--- src/rtl/lexer_pkg.sv ---
package lexer_pkg;
  localparam int TOK_W = 7;
  localparam int CH_W  = 8;

  // One-hot state bit positions
  localparam int ST_START = 0;
  localparam int ST_IDENT = 1;
  localparam int ST_NUM   = 2;
  localparam int ST_OP    = 3;
  localparam int ST_ILL   = 4;
  localparam int ST_ENDM  = 5;
  localparam int N_ST     = 6;

  localparam logic [TOK_W-1:0] TK_IDENT   = TOK_W'(8'h01);
  localparam logic [TOK_W-1:0] TK_NUM     = TOK_W'(8'h02);
  localparam logic [TOK_W-1:0] TK_OP_BASE = TOK_W'(8'h10);
  localparam logic [TOK_W-1:0] TK_ILLEGAL = TOK_W'(8'h7E);
  localparam logic [TOK_W-1:0] TK_END     = TOK_W'(8'h7F);

  typedef struct packed {
    logic       letter;
    logic       digit;
    logic       under;
    logic       ws;
    logic       op;
    logic       other;
    logic [2:0] op_idx;
  } cclass_t;

  function automatic logic in_span(input logic [CH_W-1:0] c,
                                   input logic [CH_W-1:0] lo,
                                   input logic [CH_W-1:0] hi);
    return (c >= lo) && (c <= hi);
  endfunction

  // Operator slot; the slot order fixes the emitted code
  function automatic logic [3:0] op_slot(input logic [CH_W-1:0] c);
    case (c)
      8'h2B:   return 4'h8; // +
      8'h2D:   return 4'h9; // -
      8'h2A:   return 4'hA; // *
      8'h2F:   return 4'hB; // /
      8'h3D:   return 4'hC; // =
      8'h28:   return 4'hD; // (
      8'h29:   return 4'hE; // )
      8'h3B:   return 4'hF; // ;
      default: return 4'h0; // bit 3 clear: not an operator
    endcase
  endfunction

  function automatic logic [TOK_W-1:0] op_code(input logic [2:0] idx);
    return TK_OP_BASE + TOK_W'(idx);
  endfunction

  function automatic logic [TOK_W-1:0] pend_code(input logic [N_ST-1:0] st,
                                                 input logic [2:0] opi);
    logic [TOK_W-1:0] code;
    code = TK_END;
    if (st[ST_IDENT]) code = TK_IDENT;
    if (st[ST_NUM])   code = TK_NUM;
    if (st[ST_OP])    code = op_code(opi);
    if (st[ST_ILL])   code = TK_ILLEGAL;
    return code;
  endfunction
endpackage

--- src/rtl/lex_char_class.sv ---
module lex_char_class
  import lexer_pkg::*;
(
  input  logic [CH_W-1:0] ch,
  output cclass_t         cls
);
  logic [3:0] slot;

  always_comb begin
    slot       = op_slot(ch);
    cls.letter = in_span(ch, 8'h41, 8'h5A) || in_span(ch, 8'h61, 8'h7A);
    cls.digit  = in_span(ch, 8'h30, 8'h39);
    cls.under  = (ch == 8'h5F);
    cls.ws     = (ch == 8'h20) || (ch == 8'h09) || (ch == 8'h0A) || (ch == 8'h0D);
    cls.op     = slot[3];
    cls.op_idx = slot[2:0];
    cls.other  = !(cls.letter || cls.digit || cls.under || cls.ws || cls.op);
  end
endmodule

--- src/rtl/lex_tok_fifo.sv ---
module lex_tok_fifo #(
  parameter int DEPTH = 4,
  parameter int W     = 7
) (
  input  logic         clk,
  input  logic         rst_n,
  input  logic         push,
  input  logic [W-1:0] din,
  input  logic         pop,
  output logic [W-1:0] dout,
  output logic         valid,
  output logic         full
);
  localparam int AW = (DEPTH > 1) ? $clog2(DEPTH) : 1;
  localparam int CW = AW + 1;

  logic [W-1:0]  mem [DEPTH];
  logic [AW-1:0] wr_q, rd_q;
  logic [CW-1:0] cnt_q;
  logic          do_push, do_pop;

  assign full    = (cnt_q == CW'(DEPTH));
  assign valid   = (cnt_q != '0);
  assign do_push = push && !full;
  assign do_pop  = pop && valid;
  assign dout    = mem[rd_q];

  function automatic logic [AW-1:0] bump(input logic [AW-1:0] p);
    return (p == AW'(DEPTH - 1)) ? '0 : p + 1'b1;
  endfunction

  always_ff @(posedge clk) begin
    if (do_push) mem[wr_q] <= din;
  end

  always_ff @(posedge clk or negedge rst_n) begin
    if (!rst_n) begin
      wr_q  <= '0;
      rd_q  <= '0;
      cnt_q <= '0;
    end else begin
      if (do_push) wr_q <= bump(wr_q);
      if (do_pop)  rd_q <= bump(rd_q);
      cnt_q <= cnt_q + CW'(do_push) - CW'(do_pop);
    end
  end
endmodule

--- src/rtl/lex_dfa.sv ---
module lex_dfa
  import lexer_pkg::*;
(
  input  logic             clk,
  input  logic             rst_n,
  input  cclass_t          cls,
  input  logic             consume_char,
  input  logic             consume_eoi,
  input  logic             fifo_full,
  output logic [N_ST-1:0]  state_q,
  output logic             push,
  output logic [TOK_W-1:0] push_code
);
  logic [N_ST-1:0] state_d;
  logic [2:0]      op_q;
  logic            pending, id_ext, nm_ext, extend, restart;

  // One flip-flop per automaton state
  for (genvar i = 0; i < N_ST; i++) begin : g_state
    localparam logic RST_VAL = (i == ST_START);
    logic bit_q;
    always_ff @(posedge clk or negedge rst_n) begin
      if (!rst_n) bit_q <= RST_VAL;
      else        bit_q <= state_d[i];
    end
    assign state_q[i] = bit_q;
  end

  always_comb begin
    pending = state_q[ST_IDENT] | state_q[ST_NUM] | state_q[ST_OP] | state_q[ST_ILL];
    id_ext  = state_q[ST_IDENT] & (cls.letter | cls.digit | cls.under);
    nm_ext  = state_q[ST_NUM] & cls.digit;
    extend  = id_ext | nm_ext;
    restart = state_q[ST_START] | (pending & ~extend);

    state_d   = state_q;
    push      = 1'b0;
    push_code = pend_code(state_q, op_q);

    if (consume_char) begin
      state_d           = '0;
      state_d[ST_IDENT] = id_ext | (restart & (cls.letter | cls.under));
      state_d[ST_NUM]   = nm_ext | (restart & cls.digit);
      state_d[ST_OP]    = restart & cls.op;
      state_d[ST_ILL]   = restart & cls.other;
      state_d[ST_START] = restart & cls.ws;
      push              = pending & ~extend;
    end else if (consume_eoi) begin
      state_d          = '0;
      state_d[ST_ENDM] = 1'b1;
      push             = pending;
    end else if (state_q[ST_ENDM]) begin
      push              = ~fifo_full;
      push_code         = TK_END;
      state_d[ST_ENDM]  = fifo_full;
      state_d[ST_START] = ~fifo_full;
    end
  end

  always_ff @(posedge clk or negedge rst_n) begin
    if (!rst_n) op_q <= '0;
    else if (consume_char && restart && cls.op) op_q <= cls.op_idx;
  end
endmodule

--- src/rtl/onehot_lexer.sv ---
module onehot_lexer
  import lexer_pkg::*;
#(
  parameter int FIFO_DEPTH = 4
) (
  input  logic             clk,
  input  logic             rst_n,
  input  logic             in_valid,
  input  logic [CH_W-1:0]  in_char,
  input  logic             in_eoi,
  output logic             in_ready,
  output logic             tok_valid,
  output logic [TOK_W-1:0] tok_code,
  input  logic             tok_pop
);
  cclass_t          cls;
  logic [N_ST-1:0]  state_q;
  logic             push, fifo_full, consume_char, consume_eoi, cls_ws;
  logic [TOK_W-1:0] push_code;

  assign in_ready     = ~fifo_full & ~state_q[ST_ENDM];
  assign consume_char = in_valid & in_ready;
  assign consume_eoi  = in_eoi & ~in_valid & in_ready;
  assign cls_ws       = cls.ws;

  lex_char_class u_class (
    .ch  (in_char),
    .cls (cls)
  );

  lex_dfa u_dfa (
    .clk          (clk),
    .rst_n        (rst_n),
    .cls          (cls),
    .consume_char (consume_char),
    .consume_eoi  (consume_eoi),
    .fifo_full    (fifo_full),
    .state_q      (state_q),
    .push         (push),
    .push_code    (push_code)
  );

  lex_tok_fifo #(.DEPTH(FIFO_DEPTH), .W(TOK_W)) u_fifo (
    .clk   (clk),
    .rst_n (rst_n),
    .push  (push),
    .din   (push_code),
    .pop   (tok_pop),
    .dout  (tok_code),
    .valid (tok_valid),
    .full  (fifo_full)
  );
endmodule

--- config.mk ---
export PLATFORM = sky130hd
export DESIGN_NAME = onehot_lexer
export DESIGN_NICKNAME = d
export VERILOG_FILES = /design/src/rtl/lexer_pkg.sv /design/src/rtl/lex_char_class.sv /design/src/rtl/lex_tok_fifo.sv /design/src/rtl/lex_dfa.sv /design/src/rtl/onehot_lexer.sv
export SDC_FILE = /design/constraint.sdc
export NUM_CORES = 1
export LEC_CHECK = 0
export BUFFER_PORTS_ARGS = -buffer_cell sky130_fd_sc_hd__buf_2
export CORE_MARGIN = 5
export CORE_UTILIZATION = 61
export DETAILED_ROUTE_END_ITERATION = 8
export PLACE_DENSITY = 0.82
export SKIP_CTS_REPAIR_TIMING = 1
export SLEW_MARGIN = 20
export SYNTH_ARGS = -nofsm -noshare
export SYNTH_HDL_FRONTEND = slang
export SYNTH_HIERARCHICAL = 1
export SYNTH_SLANG_ARGS = --single-unit
--- constraint.sdc ---
create_clock -name clk -period 6.1 [get_ports clk]
set_input_delay 0.305 -clock clk [delete_from_list [all_inputs] [get_ports clk]]
set_output_delay 0.305 -clock clk [all_outputs]
set_load 0.02 [all_outputs]
==> results of run 1 <==
==> state kept, by name (all words and copies together), names as in the netlist <==
name and count:
u_dfa/op_q 3, u_fifo/wr_q 2, u_dfa/g_state.bit_q 6, u_fifo/rd_q 2
u_fifo/cnt_q 3, u_fifo/mem 28
==> cell type report <==
| type | instances | area [sq um] | area share (%) |
|---|---|---|---|
| tap | 48 | 60.1 | 2.32 |
| multi-input combinational | 129 | 1030 | 39.6 |
| clock buffer | 5 | 68.8 | 2.65 |
| sequential | 44 | 1240 | 47.9 |
| timing repair buffer | 23 | 123 | 4.73 |
| clock inverter | 3 | 42.5 | 1.64 |
| inverter | 8 | 30.0 | 1.16 |
==> power by group <==
| part | internal (mW) | switching, mW |
|---|---|---|
| registers | 0.394 | 0.0842 |
| logic | 0.184 | 0.217 |
| clock network | 0.121 | 0.0942 |
| total | 0.699 | 0.395 |
==> layer usage <==
metal	global-route usage, %	vias up
li1	-	759
met1	22.9	803
met2	34.3	59
met3	3.05	7
met4	5.85	0
met5	0	-
==> critical path: stages, from the launching register on <==
cell      delay (ns)
dfrtp_1         0.50
nor3b_4         0.53
nor4b_2         0.15
nor3b_1         0.21
a21oi_1         0.06
o21ai_0         0.64
nand2b_1        0.12
ha_1            0.31
inv_1           0.06
ha_1            0.13
inv_1           0.05
fa_1            0.37
xnor2_1         0.14
xnor2_1         0.14
==> placed cells by master, fill, tap and decap left out, drive strengths merged, types with 6 or more instances in the layout <==
master  instances
a21oi           6
nand3           6
edfxtp         28
inv             8
dfrtp          15
ha              7
nand2          15
o21ai          15
nor2           15
buf            22
mux4            7
==> per-stage QoR <==
step	utilization (%)	instances	worst slack, ns
final	69.8	260	2.55
after global routing	69.8	260	2.13
after CTS	69.5	259	2.54
after detailed placement	66.5	251	2.55
after global placement	66.5	251	2.73
after floorplan	-	193	2.94
==> worst max path at each step <==
| stage | from | endpoint | slack [ns] | depth (start not counted) |
|---|---|---|---|---|
| 3_5_place_dp | in_char[4] | u_fifo/cnt_q[2]$_DFF_PN0_ | 2.55 | 15 |
| 3_3_place_gp | in_char[4] | u_fifo/cnt_q[2]$_DFF_PN0_ | 2.73 | 15 |
| 2_1_floorplan | in_char[1] | u_fifo/cnt_q[2]$_DFF_PN0_ | 2.94 | 15 |
| 4_1_cts | u_fifo/cnt_q[1]$_DFF_PN0_ | u_fifo/cnt_q[2]$_DFF_PN0_ | 2.54 | 13 |
| 6_report | u_fifo/cnt_q[1]$_DFF_PN0_ | u_fifo/cnt_q[2]$_DFF_PN0_ | 2.55 | 13 |
| 5_1_grt | u_fifo/cnt_q[1]$_DFF_PN0_ | u_fifo/cnt_q[2]$_DFF_PN0_ | 2.13 | 13 |
==> impl_metrics.json, run 1 <==
{
  "layout-drive-gt1-share_pct": 22.6,
  "vdd_ir_drop_max_mv": 0.285,
  "p_total_mw": 1.09,
  "hold_start": "in_valid",
  "cap_violations": 0,
  "dp_hpwl_microns": 3320,
  "cts_max_path_buffers": 2,
  "cts-buffers-inserted": 5,
  "timing.final.crit_share_pct": 58.2,
  "worstSetupPathType": "reg2reg",
  "rr_startpoint": "u_fifo/cnt_q[1]$_DFF_PN0_",
  "cts_tree": "yes",
  "wire_per_inst_microns": 17.4,
  "grt_max_degree": 17,
  "start_kind": "flop",
  "die_w_microns": 72.3,
  "clock_latency_ns": 0.29,
  "wl_met1_microns": 1770,
  "synth_area_sq_mm": 0.00237,
  "clock_skew_ns": 0.00455,
  "fin_tns_setup_ns": 0,
  "wl_met3_microns": 251,
  "drt_iter0_markers": 118,
  "htreeDepth": 2,
  "holdWs_ns": 0.366,
  "status": "completed",
  "gp_congestion": 0.904,
  "netlist_instances": 193,
  "io_pins": 22,
  "start_util_pct": 63.8,
  "route.detailed.drc": 0,
  "drt_pass1_iterations": 5,
  "dr_wl_met2_microns": 2450,
  "ys_warn_count": 6,
  "num_vias": 1628,
  "power.leakage_nw": 0.939,
  "nNetsFinal": 232,
  "p_per_area_mw_per_mm2": 422,
  "maxUsedRoutingLayer": "met4",
  "antenna_found_initial": 0,
  "final_cell_area_sq_mm": 0.00259,
  "grt_usage_pct": 18.9,
  "clk_pin_slew_worst_paths_ns": 0.08,
  "antennaDiodeCount": 0,
  "port_buffers": 21,
  "relSlewSlack_pct": 30.1,
  "placed_area_sq_mm": 0.00247,
  "rrSetupSlack_ns": 2.55,
  "crit_arrival_ns": 3.71,
  "worstHoldEndpoint": "u_dfa/g_state[5].bit_q$_DFF_PN0_",
  "cp.required_ns": 6.26,
  "setup_viol": 0,
  "grt_pass1_vias": 1629,
  "worst_pin_slew_ns": 1.04,
  "hold_path_class": "in2reg",
  "fin_crit_ns": 3.55,
  "grt-ovfl-total": 0,
  "clock-sinks": 44,
  "vias_per_cell": 6.26,
  "fillers": 260,
  "rr_worst_depth": 13,
  "ctsRootBufferMaster": "clkbuf_8",
  "rsz0062_at_grt": "false",
  "clock.fmax_mhz": 282,
  "die_h_microns": 72.3,
  "whs_path_depth": 4,
  "area_delta_synth_final_pct": 9.34,
  "ant_nets": 0,
  "finalHoldViolCount": 0,
  "r2r_end": "u_fifo/cnt_q[2]$_DFF_PN0_",
  "slew_violations": 0,
  "path_max_fanout": 13,
  "routed_wl_microns": 4520,
  "dieArea_sq_mm": 0.00523,
  "grt_pass1_wl_microns": 7630,
  "critPathCaptureType": "flop",
  "avgSynthCellArea_sq_um": 12.3,
  "core-area_sq_mm": 0.00372,
  "rows": 22,
  "syn_nets": 214
}
Note: power is estimated with default switching activity, not from simulation.
==> run 2: changes to the inputs <==
Settings changed: ABC_AREA set to 1, CORE_UTILIZATION 61 to 54, PLACE_DENSITY 0.82 to 0.76.
Clock period 6.1 ns to 3 ns, I/O delays scaled along.
==> run 2 against run 1 <==
Synthesized cell count rose by 53%. Critical endpoint unchanged. Die area rose by 18%. Sequential cell count did not move. Total power rose by 98%. Largest cell class unchanged. Utilization fell by 9.5 points. Hold slack got worse by 0.24 ns. Via count rose by 14%.
==> impl_metrics.json, run 2 <==
{
  "antenna_found_initial": 0,
  "layout_commonest_cell": "nand2_1",
  "hold_start": "tok_pop",
  "layout-drive-gt1-share_pct": 20.1,
  "start_kind": "flop",
  "cts-buffers-inserted": 5,
  "cap_violations": 0,
  "drt_pass1_iterations": 4,
  "antennaDiodeCount": 0,
  "grt_max_degree": 32,
  "vias_per_cell": 4.90,
  "rows": 25,
  "fin_crit_ns": 2.79,
  "gp_congestion": 0.773,
  "netlist_instances": 296,
  "grt-ovfl-total": 0,
  "rr_worst_depth": 20,
  "nNetsFinal": 343,
  "whs_path_depth": 3,
  "grt_pass1_wl_microns": 7530,
  "ys_warn_count": 6,
  "clock.fmax_mhz": 359,
  "io_pins": 22,
  "vdd_ir_drop_max_mv": 0.366,
  "status": "completed",
  "synth_area_sq_mm": 0.00253,
  "die_w_microns": 78.5,
  "rsz0062_at_grt": "false",
  "cts_tree": "yes",
  "relSlewSlack_pct": 39.9,
  "core-area_sq_mm": 0.00463,
  "register_area_sq_mm": 0.00124,
  "fillers": 405,
  "grt_pass1_vias": 1732,
  "avgSynthCellArea_sq_um": 8.56,
  "clock_latency_ns": 0.29,
  "p_per_area_mw_per_mm2": 778,
  "hold_path_class": "in2reg",
  "dieArea_sq_mm": 0.00616,
  "htreeDepth": 2,
  "power.leakage_nw": 1.34,
  "wire_per_inst_microns": 11.2,
  "port_buffers": 21,
  "rr_startpoint": "u_fifo/cnt_q[1]$_DFF_PN0_",
  "finalHoldViolCount": 0,
  "final_cell_mix": "nand2_1 (79), inv_1 (47), nor2_1 (32)",
  "slew_violations": 0,
  "routed_wl_microns": 4220,
  "ctsRootBufferMaster": "clkbuf_8",
  "area_delta_synth_final_pct": 10.0,
  "placed_area_sq_mm": 0.00267,
  "top_regs": "u_fifo/mem: 28 flops, u_dfa/g_state.bit_q: 6 flops",
  "critPathCaptureType": "flop",
  "grt_usage_pct": 15.1,
  "clock-sinks": 44,
  "cp.required_ns": 3.19,
  "route.detailed.drc": 0,
  "crit_start": "u_fifo/cnt_q[1]$_DFF_PN0_",
  "dp_hpwl_microns": 3180,
  "crit_arrival_ns": 2.97,
  "regMostFlops": "u_fifo/mem",
  "worst_pin_slew_ns": 0.901,
  "setup_viol": 0,
  "die_h_microns": 78.5,
  "clock_skew_ns": 0.00690,
  "worstSetupPathType": "reg2reg",
  "path_max_fanout": 7,
  "multiInputGateArea_sq_mm": 0.00102,
  "ant_nets": 0,
  "fin_tns_setup_ns": 0,
  "syn_nets": 317,
  "drt_iter0_markers": 106,
  "final_cell_area_sq_mm": 0.00279,
  "largest_reg_flops": 28,
  "cts_max_path_buffers": 2,
  "start_util_pct": 54.7,
  "clk_pin_slew_worst_paths_ns": 0.08,
  "timing.final.crit_share_pct": 92.9,
  "num_vias": 1848
}
[run 2: through the flow]
| stage | setup slack [ns] | util (%) | power [mW] | instances | hold slack, ns |
|---|---|---|---|---|---|
| floorplan | 0.294 | - | 1.57 | 296 | -0.146 |
| global placement | 0.300 | 57.6 | 1.72 | 368 | 0.0881 |
| detailed placement | 0.182 | 57.6 | 1.76 | 368 | 0.0857 |
| CTS | 0.174 | 60.0 | 2.19 | 376 | -0.229 |
| global route | 0.000720 | 60.2 | 2.35 | 377 | 0.149 |
| finish | 0.212 | 60.2 | 2.17 | 377 | 0.127 |
[run 2: layout make-up]
type                            instances  share of cell area, %
Sequential cell                        44                   44.6
Multi-Input combinational cell        193                   36.8
Inverter                               51                   6.87
Timing Repair Buffer                   27                   5.48
Clock buffer                            6                   2.60
Tap cell                               54                   2.42
Clock inverter                          2                   1.26
[run 2: path summary, 6_finish.rpt]
| kind | endpoint | slack (ns) |
|---|---|---|
| min | u_fifo/rd_q[0]$_DFFE_PN0P_ | 0.13 |
| max | u_fifo/cnt_q[2]$_DFF_PN0_ | 0.21 |
| max reg2reg | u_fifo/cnt_q[2]$_DFF_PN0_ | 0.21 |
| max in group asynchronous | u_dfa/g_state[0].bit_q$_DFFE_PN1P_ | 2.40 |
| min in group asynchronous | u_dfa/g_state[1].bit_q$_DFFE_PN0P_ | 0.30 |
| min reg2reg | u_dfa/op_q[2]$_DFFE_PN0P_ | 0.49 |
[run 2: power breakdown]
group,switching (mW),internal [mW]
clock network,0.185,0.247
logic,0.531,0.302
registers,0.137,0.766
[run 2: critical path, cell delays in order, from the launching register on]
cell     delay (ns)
dfrtp_2        0.46
nor2_4         0.15
nand2_4        0.09
inv_1          0.08
inv_1          0.05
nand2_2        0.08
nor2_1         0.08
nor2_1         0.13
nand2_1        0.09
nand2_1        0.07
nand2_1        0.04
o21ai_0        0.07
buf_4          0.16
nand2_4        0.08
ha_1           0.29
inv_1          0.06
ha_1           0.14
inv_1          0.05
fa_1           0.38
nand3_1        0.10
nand2_1        0.05
[run 2: layer usage]
metal	GRT usage (%)	routed length [microns]	up-vias	share of wire, %
met4	4.20	15	0	0.36
met3	2.75	138	2	3.3
li1	-	-	991	-
met2	26.7	2080	24	49
met1	18.8	1990	831	47
met5	0	0	-	0
==> run 3: changes to the inputs <==
Settings changed: ABC_AREA 1 to unset.
==> run 3 against run 2 <==
Via count decreased by 15%. Hold slack improved by 0.12 ns. Combinational power decreased by 0.6%. Setup slack improved by 0.12 ns. Global-route usage decreased by 0.50 points. Largest cell class unchanged. Largest power group unchanged.
==> impl_metrics.json, run 3 (same netlist as run 1, synthesis figures left out) <==
{
  "status": "completed",
  "setup_viol": 0,
  "fin_crit_ns": 2.67,
  "regMostFlops": "u_fifo/mem",
  "p_total_mw": 2.23,
  "drt_pass1_iterations": 4,
  "die_h_microns": 76.3,
  "cts_tree": "yes",
  "nNetsFinal": 241,
  "critPathCaptureType": "flop",
  "vdd_ir_drop_max_mv": 0.383,
  "cp_slowest_stage_delay_ns": 0.45,
  "clock.fmax_mhz": 374,
  "grt_max_degree": 17,
  "worstSetupPathType": "reg2reg",
  "dieArea_sq_mm": 0.00582,
  "rows": 24,
  "slowest_stage": "dfrtp_1",
  "layout_commonest_cell": "edfxtp_1",
  "clock_skew_ns": 0.00826,
  "core-area_sq_mm": 0.00429,
  "holdWs_ns": 0.250,
  "cts-buffers-inserted": 5,
  "routed_wl_microns": 4060,
  "p_per_area_mw_per_mm2": 833,
  "finalHoldViolCount": 0,
  "drt_iter0_markers": 75,
  "timing.final.crit_share_pct": 89.0,
  "start_kind": "flop",
  "num_vias": 1563,
  "area_delta_synth_final_pct": 12.6,
  "grt_pass1_wl_microns": 6880,
  "antennaDiodeCount": 0,
  "route.detailed.drc": 0,
  "cap_violations": 0,
  "slew_violations": 0,
  "path_max_fanout": 6,
  "antenna_found_initial": 0,
  "grt-ovfl-total": 0,
  "layout-drive-gt1-share_pct": 26.2,
  "start_util_pct": 55.2,
  "clock-sinks": 44,
  "vias_per_cell": 5.73,
  "grt_usage_pct": 14.6,
  "fillers": 348,
  "gp_congestion": 0.814,
  "rrSetupSlack_ns": 0.33,
  "worst_pin_slew_ns": 0.723,
  "largest_reg_flops": 28,
  "htreeDepth": 2,
  "io_pins": 22,
  "power.leakage_nw": 0.984,
  "cp.required_ns": 3.17,
  "ant_nets": 0,
  "die_w_microns": 76.3,
  "fin_tns_setup_ns": 0,
  "top_regs": "u_fifo/mem: 28 flops, u_dfa/g_state.bit_q: 6 flops",
  "relSlewSlack_pct": 51.5,
  "clock_latency_ns": 0.29,
  "dp_hpwl_microns": 2990,
  "rsz0062_at_grt": "false",
  "crit_arrival_ns": 2.84,
  "grt_pass1_vias": 1438,
  "crit_chain": "nor3b_4, nor4b_2, buf_4, a21oi_1, o21ai_1, nand2b_1, ha_1, inv_1, ha_1, inv_1, fa_1, xnor2_1, xnor2_1",
  "port_buffers": 21,
  "wire_per_inst_microns": 14.9,
  "hold_path_class": "in2reg",
  "final_cell_mix": "edfxtp_1 (28), buf_2 (21), nor2_1 (15), nand2_1 (15), dfrtp_1 (15)",
  "clk_pin_slew_worst_paths_ns": 0.08,
  "cts_max_path_buffers": 2,
  "ctsRootBufferMaster": "clkbuf_8"
}
run 3: cell types whose count changed in the layout (fill, tap and decap cells not counted), sizes merged, moves of 5 or more:
cell	before	now
nand2b	0	5
nand2	94	15
buf	26	31
nand3	18	6
o211ai	14	3
mux4	0	7
inv	51	8
o21ai	9	15
nor2	40	15
run 3: final timing paths:
kind / startpoint / to / cells after the start
min in group asynchronous: rst_n / u_dfa/op_q[1]$_DFFE_PN0P_ / 2
worst max-delay path: u_fifo/cnt_q[2]$_DFF_PN0_ / u_fifo/cnt_q[2]$_DFF_PN0_ / 13
worst min-delay path: tok_pop / u_fifo/rd_q[1]$_DFFE_PN0P_ / 3
worst max register to register: u_fifo/cnt_q[2]$_DFF_PN0_ / u_fifo/cnt_q[2]$_DFF_PN0_ / 13
max in group asynchronous: rst_n / u_dfa/g_state[0].bit_q$_DFFE_PN1P_ / 2
worst min register to register: u_dfa/op_q[0]$_DFFE_PN0P_ / u_dfa/op_q[0]$_DFFE_PN0P_ / 2
run 3: stage by stage:
stage	cells	instance area, sq um	utilization [%]	setup WS [ns]
floorplan	193	2370	-	0.0177
global placement	264	2540	59.2	0.253
detailed placement	264	2540	59.2	0.221
CTS	272	2660	61.8	0.300
global route	273	2670	62.2	0.103
finish	273	2670	62.2	0.329
run 3: power by group:
group	internal [mW]	switching [mW]	leakage, nW
registers	0.800	0.160	0.432
logic	0.397	0.430	0.497
clock network	0.246	0.191	0.0558
total	1.44	0.782	0.984
run 3: metal layers:
layer	track usage, %	wire, microns	share of wire, %
met1	19.5	1850	46
met2	23.0	1990	49
met3	3.66	189	4.7
met4	5.24	31	0.76
met5	0	0	0
run 3: final cells by class:
type | instances | area, sq um | share of cell area, %
Sequential cell | 44 | 1240 | 46.5
Multi-Input combinational cell | 129 | 1030 | 38.6
Timing Repair Buffer | 32 | 190 | 7.12
Clock buffer | 5 | 68.8 | 2.58
Tap cell | 52 | 65.1 | 2.44
Clock inverter | 3 | 42.5 | 1.59
Inverter | 8 | 30.0 | 1.12
run 3: worst max-delay path, delay by kind of cell, from the launching register on:
family | cells | cell delay [ns]
DFF | 1 | 0.45
adders and majority gates | 3 | 0.78
xor gates and xnor gates | 2 | 0.28
and+or+nand+nor | 3 | 0.58
buffers and inverters | 3 | 0.26
AOI/OAI and AO/OA | 2 | 0.22
